==> src/rtl/nvw_pkg.sv <==
package nvw_pkg;
    localparam int DATA_W    = 8;
    localparam int NUM_REGS  = 16;
    localparam int BANK_REGS = 4;
    localparam int IDX_W     = $clog2(NUM_REGS);

    typedef logic [DATA_W-1:0] word_t;
    typedef logic [IDX_W-1:0]  idx_t;

    typedef enum logic {
        SRC_HOST  = 1'b0,
        SRC_WIPER = 1'b1
    } store_src_e;

    typedef struct packed {
        idx_t  idx;
        word_t data;
    } store_t;

    // Wiper transfers may only target the first bank.
    function automatic logic target_ok(store_src_e src, idx_t idx);
        return (src == SRC_HOST) || (int'(idx) < BANK_REGS);
    endfunction

    function automatic word_t pick_data(store_src_e src, word_t host, word_t wiper);
        return (src == SRC_WIPER) ? wiper : host;
    endfunction
endpackage

==> src/rtl/nvw_frame_gate.sv <==
module nvw_frame_gate
    import nvw_pkg::*;
(
    input  logic       clk,
    input  logic       rst,
    input  logic       cs_n,
    input  logic       wp_n,
    input  logic       busy,
    input  logic       req_valid,
    input  store_src_e req_src,
    input  idx_t       req_idx,
    input  word_t      req_data,
    input  word_t      wiper_pos,
    output logic       commit,
    output store_t     commit_req,
    output logic       reject
);
    logic   cs_q;
    logic   pend_v;
    store_t pend;
    logic   frame_close;
    logic   accept;

    assign frame_close = cs_n & ~cs_q;
    assign accept      = req_valid & ~cs_n & ~busy & target_ok(req_src, req_idx);
    assign commit      = frame_close & pend_v & wp_n;
    assign commit_req  = pend;

    always_ff @(posedge clk) begin
        if (rst) begin
            cs_q   <= 1'b1;
            pend_v <= 1'b0;
            pend   <= '0;
            reject <= 1'b0;
        end else begin
            cs_q   <= cs_n;
            reject <= req_valid & ~accept;
            if (frame_close) begin
                pend_v <= 1'b0;
            end else if (accept) begin
                pend_v <= 1'b1;
                pend   <= '{idx: req_idx, data: pick_data(req_src, req_data, wiper_pos)};
            end
        end
    end
endmodule

==> src/rtl/nvw_busy_timer.sv <==
module nvw_busy_timer
    import nvw_pkg::*;
#(
    parameter int STORE_CYCLES = 1250000
) (
    input  logic   clk,
    input  logic   rst,
    input  logic   commit,
    input  store_t commit_req,
    output logic   busy,
    output logic   wr_en,
    output store_t wr_req
);
    localparam int CNT_W = (STORE_CYCLES > 1) ? $clog2(STORE_CYCLES) : 1;
    localparam logic [CNT_W-1:0] LOAD = CNT_W'(STORE_CYCLES - 1);

    logic [CNT_W-1:0] remain;
    store_t           held;

    assign wr_en  = busy & (remain == '0);
    assign wr_req = held;

    always_ff @(posedge clk) begin
        if (rst) begin
            busy   <= 1'b0;
            remain <= '0;
            held   <= '0;
        end else if (commit && !busy) begin
            busy   <= 1'b1;
            remain <= LOAD;
            held   <= commit_req;
        end else if (busy) begin
            if (remain == '0) begin
                busy <= 1'b0;
            end else begin
                remain <= remain - 1'b1;
            end
        end
    end
endmodule

==> src/rtl/nvw_reg_bank.sv <==
module nvw_reg_bank
    import nvw_pkg::*;
(
    input  logic   clk,
    input  logic   rst,
    input  logic   wr_en,
    input  store_t wr_req,
    input  idx_t   rd_idx,
    output word_t  rd_data
);
    word_t cells [NUM_REGS];

    for (genvar g = 0; g < NUM_REGS; g++) begin : g_cell
        word_t cell_q;
        always_ff @(posedge clk) begin
            if (rst) begin
                cell_q <= '0;
            end else if (wr_en && (wr_req.idx == idx_t'(g))) begin
                cell_q <= wr_req.data;
            end
        end
        assign cells[g] = cell_q;
    end

    always_comb begin
        rd_data = cells[rd_idx];
    end
endmodule

==> src/rtl/nvw_store_seq.sv <==
module nvw_store_seq
    import nvw_pkg::*;
#(
    parameter int STORE_CYCLES = 1250000
) (
    input  logic              clk,
    input  logic              rst,
    input  logic              cs_n,
    input  logic              wp_n,
    input  logic              req_valid,
    input  logic              req_src,
    input  logic [IDX_W-1:0]  req_idx,
    input  logic [DATA_W-1:0] req_data,
    input  logic [DATA_W-1:0] wiper_pos,
    input  logic [IDX_W-1:0]  rd_idx,
    output logic [DATA_W-1:0] rd_data,
    output logic              busy,
    output logic              reject
);
    logic   commit;
    store_t commit_req;
    logic   store_wr;
    store_t store_req;
    logic   busy_q;

    nvw_frame_gate i_gate (
        .clk        (clk),
        .rst        (rst),
        .cs_n       (cs_n),
        .wp_n       (wp_n),
        .busy       (busy_q),
        .req_valid  (req_valid),
        .req_src    (store_src_e'(req_src)),
        .req_idx    (req_idx),
        .req_data   (req_data),
        .wiper_pos  (wiper_pos),
        .commit     (commit),
        .commit_req (commit_req),
        .reject     (reject)
    );

    nvw_busy_timer #(.STORE_CYCLES(STORE_CYCLES)) i_timer (
        .clk        (clk),
        .rst        (rst),
        .commit     (commit),
        .commit_req (commit_req),
        .busy       (busy_q),
        .wr_en      (store_wr),
        .wr_req     (store_req)
    );

    nvw_reg_bank i_bank (
        .clk     (clk),
        .rst     (rst),
        .wr_en   (store_wr),
        .wr_req  (store_req),
        .rd_idx  (rd_idx),
        .rd_data (rd_data)
    );

    assign busy = busy_q;
endmodule

==> config.mk <==
export PLATFORM = sky130hd
export DESIGN_NAME = nvw_store_seq
export DESIGN_NICKNAME = d
export VERILOG_FILES = /design/src/rtl/nvw_pkg.sv /design/src/rtl/nvw_frame_gate.sv /design/src/rtl/nvw_busy_timer.sv /design/src/rtl/nvw_reg_bank.sv /design/src/rtl/nvw_store_seq.sv
export SDC_FILE = /design/constraint.sdc
export NUM_CORES = 1
export LEC_CHECK = 0
export CAP_MARGIN = 15
export CORE_ASPECT_RATIO = 2
export CORE_UTILIZATION = 50
export DETAILED_ROUTE_END_ITERATION = 7
export PLACE_DENSITY = 0.68
export SLEW_MARGIN = 20
export SYNTH_ARGS = -nofsm -noshare
export SYNTH_HDL_FRONTEND = slang
export SYNTH_SLANG_ARGS = --single-unit
==> constraint.sdc <==
create_clock -name clk -period 6.4 [get_ports clk]
set_input_delay 0.64 -clock clk [delete_from_list [all_inputs] [get_ports clk]]
set_output_delay 0.64 -clock clk [all_outputs]
set_load 0.05 [all_outputs]
Word-level counts from Yosys, hierarchy flattened
Index checks and enable logic that the tools add are counted.
{"block": "op_classes", "n_eq_ne": 16, "n_bitwise": 16, "n_mux": 10, "multipliers": 0, "div": 0, "n_reduce_logical": 27, "addsub": 1, "magnitude_cmp": 2, "shifts": 0}
{"operator": "$mux 21", "n": 3}
{"operator": "$bmux 8 s4", "n": 1}
{"operator": "$eq 4x4->1 const B", "n": 8}
{"operator": "$mux 8", "n": 3}
{"operator": "$logic_not 21->1", "n": 1}
{"operator": "$sub 21x1->21 const B", "n": 1}
{"operator": "$logic_and 1x1->1", "n": 17}
{"operator": "$eq 4x3->1 const B", "n": 4}
{"operator": "$and 1x1->1", "n": 8}
{"operator": "$eq 4x2->1 const B", "n": 2}
{"operator": "$not 1->1", "n": 7}
{"operator": "$reduce_and 2->1", "n": 3}
{"operator": "$ge 5x5->1 const B", "n": 1}
{"operator": "$not 4->5", "n": 1}
{"operator": "$eq 4x1->1 const B", "n": 1}
{"operator": "$logic_not 4->1", "n": 1}
{"operator": "$lt 4x3->1 const B", "n": 1}
{"operator": "$reduce_or 2->1", "n": 2}
{"operator": "$mux 1", "n": 3}
{"operator": "$ne 2x2->1 const B", "n": 1}
{"operator": "$reduce_bool 2->1", "n": 1}
{"operator": "$logic_not 1->1", "n": 1}
{"operator": "$logic_or 1x1->1", "n": 1}
{"block": "totals", "latch_bits": 0, "elab_cells": 98, "mem_bits_rw": 0, "reg_bits": 177, "output_inout_bits": 10, "romBits": 0, "n_memories": 0, "input_bits": 30}

Longest topological paths before layout
{"block": "logic_depth", "word_depth": 7, "mapped_depth": 9, "mapped_depth_nobuf": 7}

Cells and area by module
From an unflattened synthesis, not the netlist that was laid out.
{"block": "unflattened", "hier_cells": 938, "hier_area_um2": 8371.8}
{"module": "nvw_reg_bank", "n_inst": 1, "area_per_inst_um2": 5982.0, "cells_each": 683, "seq_area_each_um2": 2562.5}
{"module": "nvw_busy_timer", "n_inst": 1, "area_per_inst_um2": 1650.3, "cells_each": 189, "seq_area_each_um2": 680.7}
{"module": "nvw_frame_gate", "n_inst": 1, "area_per_inst_um2": 739.5, "cells_each": 66, "seq_area_each_um2": 300.3}

Worst setup path before layout
No wires, ideal clock.
{"block": "synth_timing", "kind": "input-to-output", "start": "input port rd_idx[1]", "end": "output port rd_data[0]", "t_required_ns": 5.760, "cell_stages": 5, "t_arrival_ns": 2.652, "setup_slack_ns": 3.108, "path_buffers": 3, "cell_sequence": "clkbuf_1 clkbuf_1 clkbuf_1 mux4_2 mux4_2"}
{"block": "synth_via", "elab_chain_len": 4}
{"item": "from (decl)", "line": "nvw_store_seq.sv:15", "text": "input logic [IDX_W-1:0] rd_idx,"}
{"item": "$not 4->5 (not written as such)", "line": "nvw_reg_bank.sv:26", "text": "rd_data = cells[rd_idx];"}
{"item": "$bmux 8 s4", "line": "nvw_reg_bank.sv:26"}
{"item": "$mux 8 (not written as such) (2 in series)", "line": "nvw_reg_bank.sv:26"}
{"item": "to (decl)", "line": "nvw_store_seq.sv:16", "text": "output logic [DATA_W-1:0] rd_data,"}
Every way passes these cells. The select of a mux whose other input is x is not followed.

Final worst setup path
{"block": "layout_timing", "start": "input port rd_idx[1]", "end": "output port rd_data[1]"}
The elaborated chain is that of the path after synthesis.

==> run metrics <==
outcome finished, final reports clean; post-DP HPWL 12,000 um; Lkg Pwr 2.76 nW; clock network power share 0.465; synthesized instance count 747; Synth-to-Final Area Change 13.0%; CTS Hold Buffers Added 0; pin count of the biggest net entering global routing 106; Setup Skew 0.0104 ns; Vias/cell 6.10; RR Endpoint i_bank.g_cell[6].cell_q[7]; final setup fails 0; Hold Path Class flip-flop to flip-flop; antenna violations before repair 0; WL per Instance 18.4 um; Slowest-stage cell, CP clkdlybuf4s50_1; row count 63; Peak VDD IR 189 uV; Worst slew margin 0.316; GRT Residual Overflow 0; via count 5,760; Sequential Power Share 0.494; syn_area_per_cell 10.1 um^2; Yosys top cell area share 0.468; Die ar. 15,700 um^2; leading post-synthesis cells by cell area dfxtp_1 (47%), nand3b_1 (13%), mux4_2 (12%); RSZ-0062 raised after global routing false; DRT iter0 DRCs 329; Fin. Hold Viols 0; Required @ worst endpoint 5.76 ns; utilization after layout 0.577; Total Neg Setup Slack 0 ns; crit-path leading delay family buffers and inverters; GRT Util Overall 0.238; DRC violations left 0; Slew Limit Fails 0; routability cong. 0.876; Hold EP i_timer.wr_req[2]; WL met1 6840 um; placed inst area 7950 um^2; f_max 0.250 GHz; Clock Latency Late Sink 0.43 ns; final WL 17,300 um; nets 769; crit-path cells clkdlybuf4s50_1 > buf_4 > mux4_2 > mux4_2 > clkdlybuf4s50_1; highest routed layer met4; worst hold stages 2; critical path's largest stage delay 0.72 ns; worst r2r src i_timer.remain[0]; die width 89.0 um; CP bufs+invs 3; HP Start i_gate.commit_req[2]; multi-input logic area 3760 um^2; vias in the first global route 5,713; Worst R2R Setup Slack 3.12 ns; Pwr per Cell Area 263 nW/um^2; crit path max fanout 32; clk sinks 177; Hold WS 0.453 ns; CTS Buf Count 17; clk buf depth 2; crit path DAT 3.36 ns; crit path capture type primary output; post-CTS setup buffers 0; Slew @ Worst Pin 1.03 ns; Reg area 3540 um^2; distinct cell type count after synthesis 39; post-synthesis cell type with the largest combined area dfxtp_1; maxcap violations 0; dpl ws 2.39 ns; H-tree Lvls 4; commonest cells after routing, fill and taps aside dfxtp_1 (177), nand3b_1 (128), o21ai_0 (126); Final WS setup 2.40 ns; Mapped Area 7570 um^2; global-route wire length before repair 28,400 um; Final Critical Period 4.00 ns; Initial Util 0.511; worst-case reg-to-reg path depth 7; #FFs+latches synth 177; TritonCTS clock tree built; Synthesized Nets 779; combinational power share 0.041; Die H 176 um; clock root cell clkbuf_16; Clock transition at path regs 0.07 ns; fin crit share 0.625; P_int 0.00175 W; # fillers 1,321; Gates resized, CTS repair 0; antenna cell count 0; Psw 0.000500 W; YS warnings 0; remaining antenna violation count after routing 0; switch share 0.222; met2 wire len 9080 um; Buffers on Ports 39; Pre-Repair DR Iteration Count 5; Design Area, Final 8550 um^2; register area share after synthesis 0.468; met3 WL 626 um; critical path type input pin to primary output; share of layout cells above drive strength 1 0.105; num ports 40; commonest non-fill, non-tap cell in the layout dfxtp_1; crit start category input pin; Core ar. 14,800 um^2
[power groups by stage]
stage / Clock [W] / Sequential (W) / Combinational (W)
after floorplan: 0 / 0.00114 / 0.0000651
after global placement: 0 / 0.00114 / 0.0000895
after detailed placement: 0 / 0.00114 / 0.0000931
after CTS: 0.00106 / 0.00111 / 0.0000930
after global routing: 0.00111 / 0.00111 / 0.000101
final: 0.00105 / 0.00111 / 0.0000931
[Yosys cell counts]
master	count
dfxtp_1	177
nand3b_1	128
o21ai_0	126
clkbuf_1	61
mux4_2	40
nor2_1	26
a21oi_1	25
nand2_1	25
nand4_1	18
a211oi_1	13
mux2i_1	12
xnor2_1	11
nand2b_1	10
nor3_1	8
buf_1	7
a311oi_1	5
nor2b_1	5
nor4_1	5
or4_1	5
and3_1	4
o21ai_1	4
inv_1	3
nand3_1	3
or3_1	3
a2111oi_0	2
and2_1	2
buf_2	2
ha_1	2
nor4b_1	2
o31ai_1	2
or4_4	2
xor2_1	2
a31oi_1	1
nor3b_1	1
nor4_2	1
nor4bb_1	1
or2_2	1
or3b_1	1
or4b_1	1
[registers in the layout, indices dropped and copies added (netlist names)]
register              count
i_timer.remain           21
i_gate.commit_req        12
i_gate.reject             1
i_bank.g_cell.cell_q    128
i_gate.pend_v             1
i_gate.cs_q               1
i_timer.wr_req           12
i_timer.busy              1
[final cells by class]
cell class / count / share of cell area
clock inverter: 12 / 0.0170
inverter: 3 / 0.00132
timing repair buffer: 41 / 0.0465
multi-input combinational: 497 / 0.440
sequential: 177 / 0.414
tap: 195 / 0.0285
clock buffer: 20 / 0.0522
[worst max path at each step]
stage               from         end  slack (ns)  depth (start not counted)
2_1_floorplan  rd_idx[1]  rd_data[0]        3.11                          5
3_3_place_gp   rd_idx[1]  rd_data[1]        2.48                          5
3_5_place_dp   rd_idx[1]  rd_data[1]        2.39                          5
4_1_cts        rd_idx[1]  rd_data[1]        2.39                          5
5_1_grt        rd_idx[0]  rd_data[5]        2.34                          4
6_report       rd_idx[1]  rd_data[1]        2.40                          5
[worst min-delay path: cells and delay by family (launching register included)]
family,cells,cell delay [ns]
flip-flops,1,0.31
AND/OR/NAND/NOR,1,0.05
AO/OA/AOI/OAI,1,0.05
[metal layers]
metal	global-route usage	vias up
met3	0.0416	55
li1	-	2744
met5	0	-
met4	0.138	0
met2	0.407	188
met1	0.270	2773
[per-stage QoR]
stage / power [W] / instances
after CTS: 0.00227 / 945
after detailed placement: 0.00123 / 913
after floorplan: 0.00120 / 747
final: 0.00225 / 945
after global placement: 0.00122 / 913
after global routing: 0.00232 / 945
[cells by family (layout without fill, tap and decap cells)]
group | count (synthesis) | count (layout) | synth area share
muxes | 52 | 52 | 0.135
xor gates and xnor gates | 13 | 13 | 0.0150
AOI/OAI and AO/OA | 178 | 178 | 0.126
and+or+nand+nor | 252 | 252 | 0.216
buffers and inverters | 73 | 76 | 0.0365
adders and majority gates | 2 | 2 | 0.00331
DFF | 177 | 177 | 0.468
(Power assumes the default switching activity.)
